===== config.mk =====
export PLATFORM = sky130hd
export DESIGN_NAME = flagged_alu
export DESIGN_NICKNAME = d
export VERILOG_FILES = /design/src/rtl/flagged_alu_pkg.sv /design/src/rtl/flagged_alu_size_dec.sv /design/src/rtl/flagged_alu_addsub.sv /design/src/rtl/flagged_alu_flags.sv /design/src/rtl/flagged_alu.sv
export SDC_FILE = /design/constraint.sdc
export NUM_CORES = 1
export LEC_CHECK = 0
export ABC_AREA = 1
export CORE_UTILIZATION = 40
export CTS_CLUSTER_DIAMETER = 50
export DETAILED_ROUTE_END_ITERATION = 12
export GPL_TIMING_DRIVEN = 0
export PLACE_DENSITY = 0.72
export SYNTH_ARGS = -nofsm -noshare
export SYNTH_HDL_FRONTEND = slang
export SYNTH_SLANG_ARGS = --single-unit

===== constraint.sdc =====
create_clock -name clk -period 5.5 [get_ports clk]
set_clock_uncertainty 0.2 [all_clocks]
set_input_delay 0.55 -clock clk [delete_from_list [all_inputs] [get_ports clk]]
set_output_delay 0.55 -clock clk [all_outputs]
set_load 0.05 [all_outputs]

===== src/rtl/flagged_alu_pkg.sv =====
package flagged_alu_pkg;

   localparam int FLAG_W = 6;
   localparam int FL_CF  = 0;
   localparam int FL_PF  = 1;
   localparam int FL_AF  = 2;
   localparam int FL_ZF  = 3;
   localparam int FL_SF  = 4;
   localparam int FL_OF  = 5;

   typedef logic [FLAG_W-1:0] flags_t;

   localparam logic [3:0] OPC_ADD = 4'd0;
   localparam logic [3:0] OPC_OR  = 4'd1;
   localparam logic [3:0] OPC_ADC = 4'd2;
   localparam logic [3:0] OPC_SBB = 4'd3;
   localparam logic [3:0] OPC_AND = 4'd4;
   localparam logic [3:0] OPC_SUB = 4'd5;
   localparam logic [3:0] OPC_XOR = 4'd6;
   localparam logic [3:0] OPC_NEG = 4'd7;
   localparam logic [3:0] OPC_INC = 4'd8;
   localparam logic [3:0] OPC_DEC = 4'd9;
   localparam logic [3:0] OPC_NOT = 4'd10;

   typedef enum logic [1:0] {
      CLS_ADD   = 2'd0,
      CLS_SUB   = 2'd1,
      CLS_LOGIC = 2'd2,
      CLS_KEEP  = 2'd3
   } op_class_e;

endpackage


===== src/rtl/flagged_alu_size_dec.sv =====
module flagged_alu_size_dec #(
   parameter int DATA_W    = 32,
   parameter int NUM_SIZES = 3
) (
   input  logic [1:0]           size_i,
   output logic [DATA_W-1:0]    mask_o,
   output logic [NUM_SIZES-1:0] lane_oh_o
);

   localparam int SEL_MAX = NUM_SIZES - 1;

   logic [DATA_W-1:0] lane_mask [NUM_SIZES];

   for (genvar i = 0; i < NUM_SIZES; i++) begin : g_lane
      assign lane_mask[i] = {DATA_W{1'b1}} >> (DATA_W - (8 << i));
   end

   always_comb begin
      int idx;
      idx = (int'(size_i) > SEL_MAX) ? SEL_MAX : int'(size_i);
      lane_oh_o = '0;
      lane_oh_o[idx] = 1'b1;
   end

   always_comb begin
      mask_o = '0;
      for (int i = 0; i < NUM_SIZES; i++) begin
         if (lane_oh_o[i]) mask_o = mask_o | lane_mask[i];
      end
   end

endmodule


===== src/rtl/flagged_alu_addsub.sv =====
module flagged_alu_addsub #(
   parameter int    DATA_W      = 32,
   parameter int    NUM_SIZES   = 3,
   parameter string CARRY_STYLE = "EXT"
) (
   input  logic [DATA_W-1:0]    x_i,
   input  logic [DATA_W-1:0]    y_i,
   input  logic [DATA_W-1:0]    mask_i,
   input  logic                 cin_i,
   input  logic                 sub_i,
   input  logic [NUM_SIZES-1:0] lane_oh_i,
   output logic [DATA_W-1:0]    sum_o,
   output logic                 cout_o
);

   logic [DATA_W:0] ext;
   logic [DATA_W:0] cin_ext;

   assign cin_ext = {{DATA_W{1'b0}}, cin_i};

   always_comb begin
      if (sub_i) ext = {1'b0, x_i} - {1'b0, y_i} - cin_ext;
      else       ext = {1'b0, x_i} + {1'b0, y_i} + cin_ext;
   end

   assign sum_o = ext[DATA_W-1:0] & mask_i;

   if (CARRY_STYLE == "EXT") begin : g_ext
      // Operands arrive zero above the active width, so the bit just past
      // the width is the carry (add) or the borrow (subtract).
      logic [NUM_SIZES-1:0] tap;
      for (genvar i = 0; i < NUM_SIZES; i++) begin : g_tap
         assign tap[i] = ext[8 << i];
      end
      assign cout_o = |(tap & lane_oh_i);
   end else begin : g_cmp
      // Magnitude comparison on the truncated values instead of a wide tap.
      logic add_lt, add_le, sub_lt, sub_le;
      logic unused_lane;
      assign add_lt = sum_o <  y_i;
      assign add_le = sum_o <= y_i;
      assign sub_lt = x_i   <  y_i;
      assign sub_le = x_i   <= y_i;
      assign unused_lane = |lane_oh_i;
      assign cout_o = sub_i ? (cin_i ? sub_le : sub_lt)
                            : (cin_i ? add_le : add_lt);
   end

endmodule


===== src/rtl/flagged_alu_flags.sv =====
module flagged_alu_flags
   import flagged_alu_pkg::*;
#(
   parameter int DATA_W    = 32,
   parameter int NUM_SIZES = 3,
   parameter int PAR_BITS  = 8,
   parameter int AUX_BIT   = 4
) (
   input  logic [DATA_W-1:0]    res_i,
   input  logic [DATA_W-1:0]    x_i,
   input  logic [DATA_W-1:0]    y_i,
   input  logic [NUM_SIZES-1:0] lane_oh_i,
   input  op_class_e            cls_i,
   input  logic                 cout_i,
   input  logic                 keep_cf_i,
   input  flags_t               flags_i,
   output flags_t               flags_o
);

   logic [DATA_W-1:0]    ov_vec;
   logic [DATA_W-1:0]    aux_vec;
   logic [NUM_SIZES-1:0] ov_tap;
   logic [NUM_SIZES-1:0] sg_tap;
   logic                 ov_bit, sg_bit, zr_bit, par_bit;

   always_comb begin
      if (cls_i == CLS_SUB) ov_vec = (x_i ^ res_i) & (x_i ^ y_i);
      else                  ov_vec = (res_i ^ x_i) & (res_i ^ y_i);
   end

   assign aux_vec = res_i ^ x_i ^ y_i;

   for (genvar i = 0; i < NUM_SIZES; i++) begin : g_msb
      assign ov_tap[i] = ov_vec[(8 << i) - 1];
      assign sg_tap[i] = res_i[(8 << i) - 1];
   end

   assign ov_bit  = |(ov_tap & lane_oh_i);
   assign sg_bit  = |(sg_tap & lane_oh_i);
   assign zr_bit  = (res_i == '0);
   assign par_bit = ~^res_i[PAR_BITS-1:0];

   always_comb begin
      flags_o = flags_i;
      unique case (cls_i)
         CLS_ADD, CLS_SUB: begin
            flags_o[FL_CF] = keep_cf_i ? flags_i[FL_CF] : cout_i;
            flags_o[FL_AF] = aux_vec[AUX_BIT];
            flags_o[FL_OF] = ov_bit;
            flags_o[FL_ZF] = zr_bit;
            flags_o[FL_SF] = sg_bit;
            flags_o[FL_PF] = par_bit;
         end
         CLS_LOGIC: begin
            flags_o[FL_CF] = 1'b0;
            flags_o[FL_AF] = 1'b0;
            flags_o[FL_OF] = 1'b0;
            flags_o[FL_ZF] = zr_bit;
            flags_o[FL_SF] = sg_bit;
            flags_o[FL_PF] = par_bit;
         end
         default: flags_o = flags_i;
      endcase
   end

endmodule


===== src/rtl/flagged_alu.sv =====
module flagged_alu
   import flagged_alu_pkg::*;
#(
   parameter int    DATA_W      = 32,
   parameter int    PAR_BITS    = 8,
   parameter string CARRY_STYLE = "EXT"
) (
   input  logic              clk,
   input  logic              rst_n,
   input  logic              op_valid_i,
   input  logic [3:0]        opcode_i,
   input  logic [1:0]        size_i,
   input  logic [DATA_W-1:0] dst_i,
   input  logic [DATA_W-1:0] src_i,
   output logic [DATA_W-1:0] result_o,
   output logic [FLAG_W-1:0] flags_o
);

   localparam int NUM_SIZES = $clog2(DATA_W / 8) + 1;
   localparam int AUX_BIT   = 4;

   if (DATA_W < 8 || (DATA_W & (DATA_W - 1)) != 0 || DATA_W > 64) begin : g_bad_width
      $error("flagged_alu: DATA_W must be a power of two from 8 to 64");
   end
   if (PAR_BITS < 1 || PAR_BITS > 8) begin : g_bad_par
      $error("flagged_alu: PAR_BITS must lie in 1..8");
   end
   if (CARRY_STYLE != "EXT" && CARRY_STYLE != "CMP") begin : g_bad_style
      $error("flagged_alu: CARRY_STYLE must be EXT or CMP");
   end

   logic [DATA_W-1:0]    mask;
   logic [NUM_SIZES-1:0] lane_oh;
   logic [DATA_W-1:0]    dm, sm;
   logic [DATA_W-1:0]    ax, ay, arith_sum, logic_res;
   logic                 cin, sub, cout, keep_cf, use_logic;
   op_class_e            cls;
   flags_t               flags_q, flags_next;

   flagged_alu_size_dec #(
      .DATA_W    (DATA_W),
      .NUM_SIZES (NUM_SIZES)
   ) u_size (
      .size_i    (size_i),
      .mask_o    (mask),
      .lane_oh_o (lane_oh)
   );

   assign dm = dst_i & mask;
   assign sm = src_i & mask;

   always_comb begin
      ax        = dm;
      ay        = sm;
      cin       = 1'b0;
      sub       = 1'b0;
      keep_cf   = 1'b0;
      use_logic = 1'b0;
      logic_res = dm;
      cls       = CLS_KEEP;
      case (opcode_i)
         OPC_ADD: cls = CLS_ADD;
         OPC_ADC: begin cls = CLS_ADD; cin = flags_q[FL_CF]; end
         OPC_SUB: begin cls = CLS_SUB; sub = 1'b1; end
         OPC_SBB: begin cls = CLS_SUB; sub = 1'b1; cin = flags_q[FL_CF]; end
         OPC_NEG: begin cls = CLS_SUB; sub = 1'b1; ax = '0; ay = dm; end
         OPC_INC: begin cls = CLS_ADD; ay = DATA_W'(1); keep_cf = 1'b1; end
         OPC_DEC: begin cls = CLS_SUB; sub = 1'b1; ay = DATA_W'(1); keep_cf = 1'b1; end
         OPC_AND: begin cls = CLS_LOGIC; use_logic = 1'b1; logic_res = dm & sm; end
         OPC_OR:  begin cls = CLS_LOGIC; use_logic = 1'b1; logic_res = dm | sm; end
         OPC_XOR: begin cls = CLS_LOGIC; use_logic = 1'b1; logic_res = dm ^ sm; end
         OPC_NOT: begin use_logic = 1'b1; logic_res = ~dst_i & mask; end
         default: use_logic = 1'b1;
      endcase
   end

   flagged_alu_addsub #(
      .DATA_W      (DATA_W),
      .NUM_SIZES   (NUM_SIZES),
      .CARRY_STYLE (CARRY_STYLE)
   ) u_addsub (
      .x_i       (ax),
      .y_i       (ay),
      .mask_i    (mask),
      .cin_i     (cin),
      .sub_i     (sub),
      .lane_oh_i (lane_oh),
      .sum_o     (arith_sum),
      .cout_o    (cout)
   );

   assign result_o = use_logic ? logic_res : arith_sum;

   flagged_alu_flags #(
      .DATA_W    (DATA_W),
      .NUM_SIZES (NUM_SIZES),
      .PAR_BITS  (PAR_BITS),
      .AUX_BIT   (AUX_BIT)
   ) u_flags (
      .res_i     (result_o),
      .x_i       (ax),
      .y_i       (ay),
      .lane_oh_i (lane_oh),
      .cls_i     (cls),
      .cout_i    (cout),
      .keep_cf_i (keep_cf),
      .flags_i   (flags_q),
      .flags_o   (flags_next)
   );

   always_ff @(posedge clk or negedge rst_n) begin
      if (!rst_n)          flags_q <= '0;
      else if (op_valid_i) flags_q <= flags_next;
   end

   assign flags_o = flags_q;

endmodule


==> reports/metrics.cfg <==
[clock_network]
clk_pin_slew_ps = 30
cts_hold_buf = 0
clk_path_buf_depth = 2
insertion_delay_ps = 230
cts_tree = done
cts_sinks = 6
htree_levels = 1
cts_made_buffers = 3
root_buffer = clkbuf_16

[yosys]
synthArstFlopShare_pct = 100
yosys_most_used_dff = dfrtp_1
synth-seq-cells = 6
synth_nets = 1858
synth_area_um2 = 8790
yosysTopAreaCell = ha_1
postSynthAreaPerCell_um2 = 5.42
yosys.area.top_type_share_pct = 22.6
yosys_warnings = 0
yosysSeqAreaShare_pct = 1.71
ys_top_cells_by_area = ha_1, nand2_1, inv_1
synth_edf_count = 0
syn_inst = 1622
yosys.cell_types.count = 51

[global_routing]
grt_pass1_vias = 10378
grt-ovfl-total = 0
grt_usage_pct = 31.2
antenna_found_initial = 0
grt_max_degree = 11
grt_pass1_wl_um = 54700

[layout]
final_cell_mix = nand2_1, inv_1, nor2_1, ha_1, nand3_1
finish.instance_area_um2 = 10600
largest_reg_flops = 6
multi_input_area_um2 = 7490
layout.nets = 1981
seq_area_um2 = 150
drive_gt1_share_pct = 9.47
fin_cells = 2018
diodes = 0
syn_to_final_growth_pct = 20.9
fillers = 2295
final_common_cell = nand2_1

[route]
ant_nets = 0
drt-initial-drc-count = 873
drt_wl_total_um = 35700
drt-pass1-iter-count = 6
wl_per_cell_um = 17.7
viasPerCell = 5.56
drc = 0
vias = 11215

[place]
place_congestion = 0.977
pre_cts_ws_ps = -1670
io_buffers = 110
dp.cells = 2007
hpwl_um = 30100
placed_cell_area_um2 = 10200

[floorplanning]
die_width_um = 150
ios = 111
fp-row-count = 53
fp.dieH_um = 150
start_util_pct = 41.3
die_area_um2 = 22600
core_area_um2 = 21300

[flow_run]
cap_violations = 0

[sta]
finalCriticalPeriod_ps = 5360
max_slew_margin_pct = 47.8
finalHoldViolations = 0
worst_slack_ps = 144
slew_viol_final = 0
holdWs_ps = 286
period_share_pct = 97.4
worst_pin_slew_ps = 783
setup_violations = 0
timing.fmax_mhz = 187

[power]
power_leakage_nw = 5.67
p_per_area_nw_per_um2 = 168
ir_drop_mv = 0.351

[critical_path]
worst_ep_arrival_time_ps = 4610
critical_path.cell_chain = clkdlybuf4s50_1 > clkbuf_4 > buf_4 > buf_4 > nand2_1 > o22ai_1 > ha_1 > inv_1 > ha_1 > a21oi_1 > o21ai_0 > a21oi_1 > nor2_1 > nor2_1 > nand3_1 > nand3_1 > nand3_2 > nand2_2 > buf_4
worst-path-max-fanout = 10
crit_buf_inv = 6
endpoint_kind = output port
crit_family = buffers and inverters
crit_type = input port to output port
crit_required_ps = 4750
max_stage_delay_ps = 490
cp_common_cell = buf_4
slowest_stage = clkdlybuf4s50_1
critPathLaunchType = input port

[hold_path]
hold_path.class = register to register

[status]
outcome = finished clean

## synth_stat cells, types with 2 or more instances
| cell type | instances |
|---|---|
| nand2_1 | 381 |
| inv_1 | 286 |
| nor2_1 | 180 |
| ha_1 | 159 |
| nand3_1 | 138 |
| a21oi_1 | 101 |
| o21ai_0 | 100 |
| nor3_1 | 34 |
| o22ai_1 | 33 |
| clkbuf_1 | 26 |
| a211oi_1 | 21 |
| nand4_1 | 17 |
| buf_2 | 13 |
| inv_2 | 10 |
| o211ai_1 | 9 |
| nand2_2 | 8 |
| xor2_1 | 8 |
| a221oi_1 | 7 |
| buf_1 | 7 |
| o21a_1 | 7 |
| buf_6 | 6 |
| dfrtp_1 | 6 |
| nor2_2 | 6 |
| o21ai_1 | 5 |
| a21o_1 | 4 |
| buf_4 | 4 |
| fa_1 | 4 |
| nand2_4 | 3 |
| nand3_2 | 3 |
| o21bai_1 | 3 |
| o31ai_1 | 3 |
| xnor2_1 | 3 |
| a31oi_1 | 2 |
| and3_1 | 2 |
| clkbuf_2 | 2 |
| clkinv_1 | 2 |
| nand3b_1 | 2 |
| nor2_4 | 2 |
| o2111ai_1 | 2 |
| or2_2 | 2 |
## worst reg2reg max path, stage by stage (launching register included)
cell and delay [ps]:
dfrtp_1 380, nand3_1 130, inv_1 80, fa_2 440, fa_1 430, nand2_1 130
a21oi_1 120, o21ai_2 220, buf_4 160, a21oi_1 50, o21ai_0 180, nand2_1 110
o21ai_0 290, inv_1 80, ha_1 330, xor2_1 200, or2_2 290, a31oi_1 170
## final timing paths
path	slack, ps	endpoint	start	cells past startpoint
max reg2reg	1400	flags_o[1]	flags_o[0]	17
max in group asynchronous	4500	flags_o[3]	rst_n	1
min in group asynchronous	370	flags_o[2]	rst_n	1
min	290	flags_o[5]	flags_o[5]	2
min reg2reg	290	flags_o[5]	flags_o[5]	2
max	140	result_o[31]	size_i[1]	19
## cell families (layout without fill, tap and decap cells)
| logic type | Yosys count | count (layout) | synth area share [%] |
|---|---|---|---|
| buf+inv | 358 | 479 | 16.2 |
| flops | 6 | 6 | 1.71 |
| compound gates | 302 | 302 | 19.6 |
| simple gates | 782 | 782 | 37.8 |
| xor+xnor | 11 | 11 | 1.10 |
| fa+ha+maj | 163 | 163 | 23.5 |
## through the flow
| stage | TNS, ps | total power [W] | utilization [%] |
|---|---|---|---|
| 6_report | 0 | 0.00178 | 49.9 |
| 5_1_grt | -78.8 | 0.00194 | 49.9 |
| 4_1_cts | -64.8 | 0.00170 | 48.6 |
| 3_5_place_dp | -40890 | 0.00157 | 48.1 |
| 3_3_place_gp | -40290 | 0.00155 | 48.1 |
| 2_1_floorplan | 0 | 0.00111 | - |
## cell type report
class / count / area share (%)
Clock buffer: 3 / 0.706
Inverter: 300 / 10.6
Buffer: 58 / 3.13
Timing Repair Buffer: 118 / 10.4
Tap cell: 275 / 3.24
Sequential cell: 6 / 1.41
Multi-Input combinational cell: 1258 / 70.5
## repair_timing
action / in CTS / in global routing
setup buffers: 3 / 5
cloned: 0 / 0
pin swaps: 4 / 4
endpoints found under the setup margin: 36 / 32
gates resized for setup: 144 / 65
## power breakdown
part | internal [W] | total (W) | switching, W
Clock | 0.0000936 | 0.000121 | 0.0000275
Sequential | 0.0000541 | 0.0000597 | 0.00000555
Combinational | 0.000533 | 0.00160 | 0.00107
## layer usage
metal / share of wire, % / up-vias / GRT usage (%) / routed length, um
li1: - / 5512 / - / -
met1: 45 / 5077 / 44.5 / 16000
met2: 43 / 558 / 49.1 / 15300
met3: 9.3 / 68 / 2.94 / 3320
met4: 3.0 / 0 / 9.70 / 1070
met5: 0 / - / 0 / 0
No activity file was read; power rests on OpenSTA's default activity.
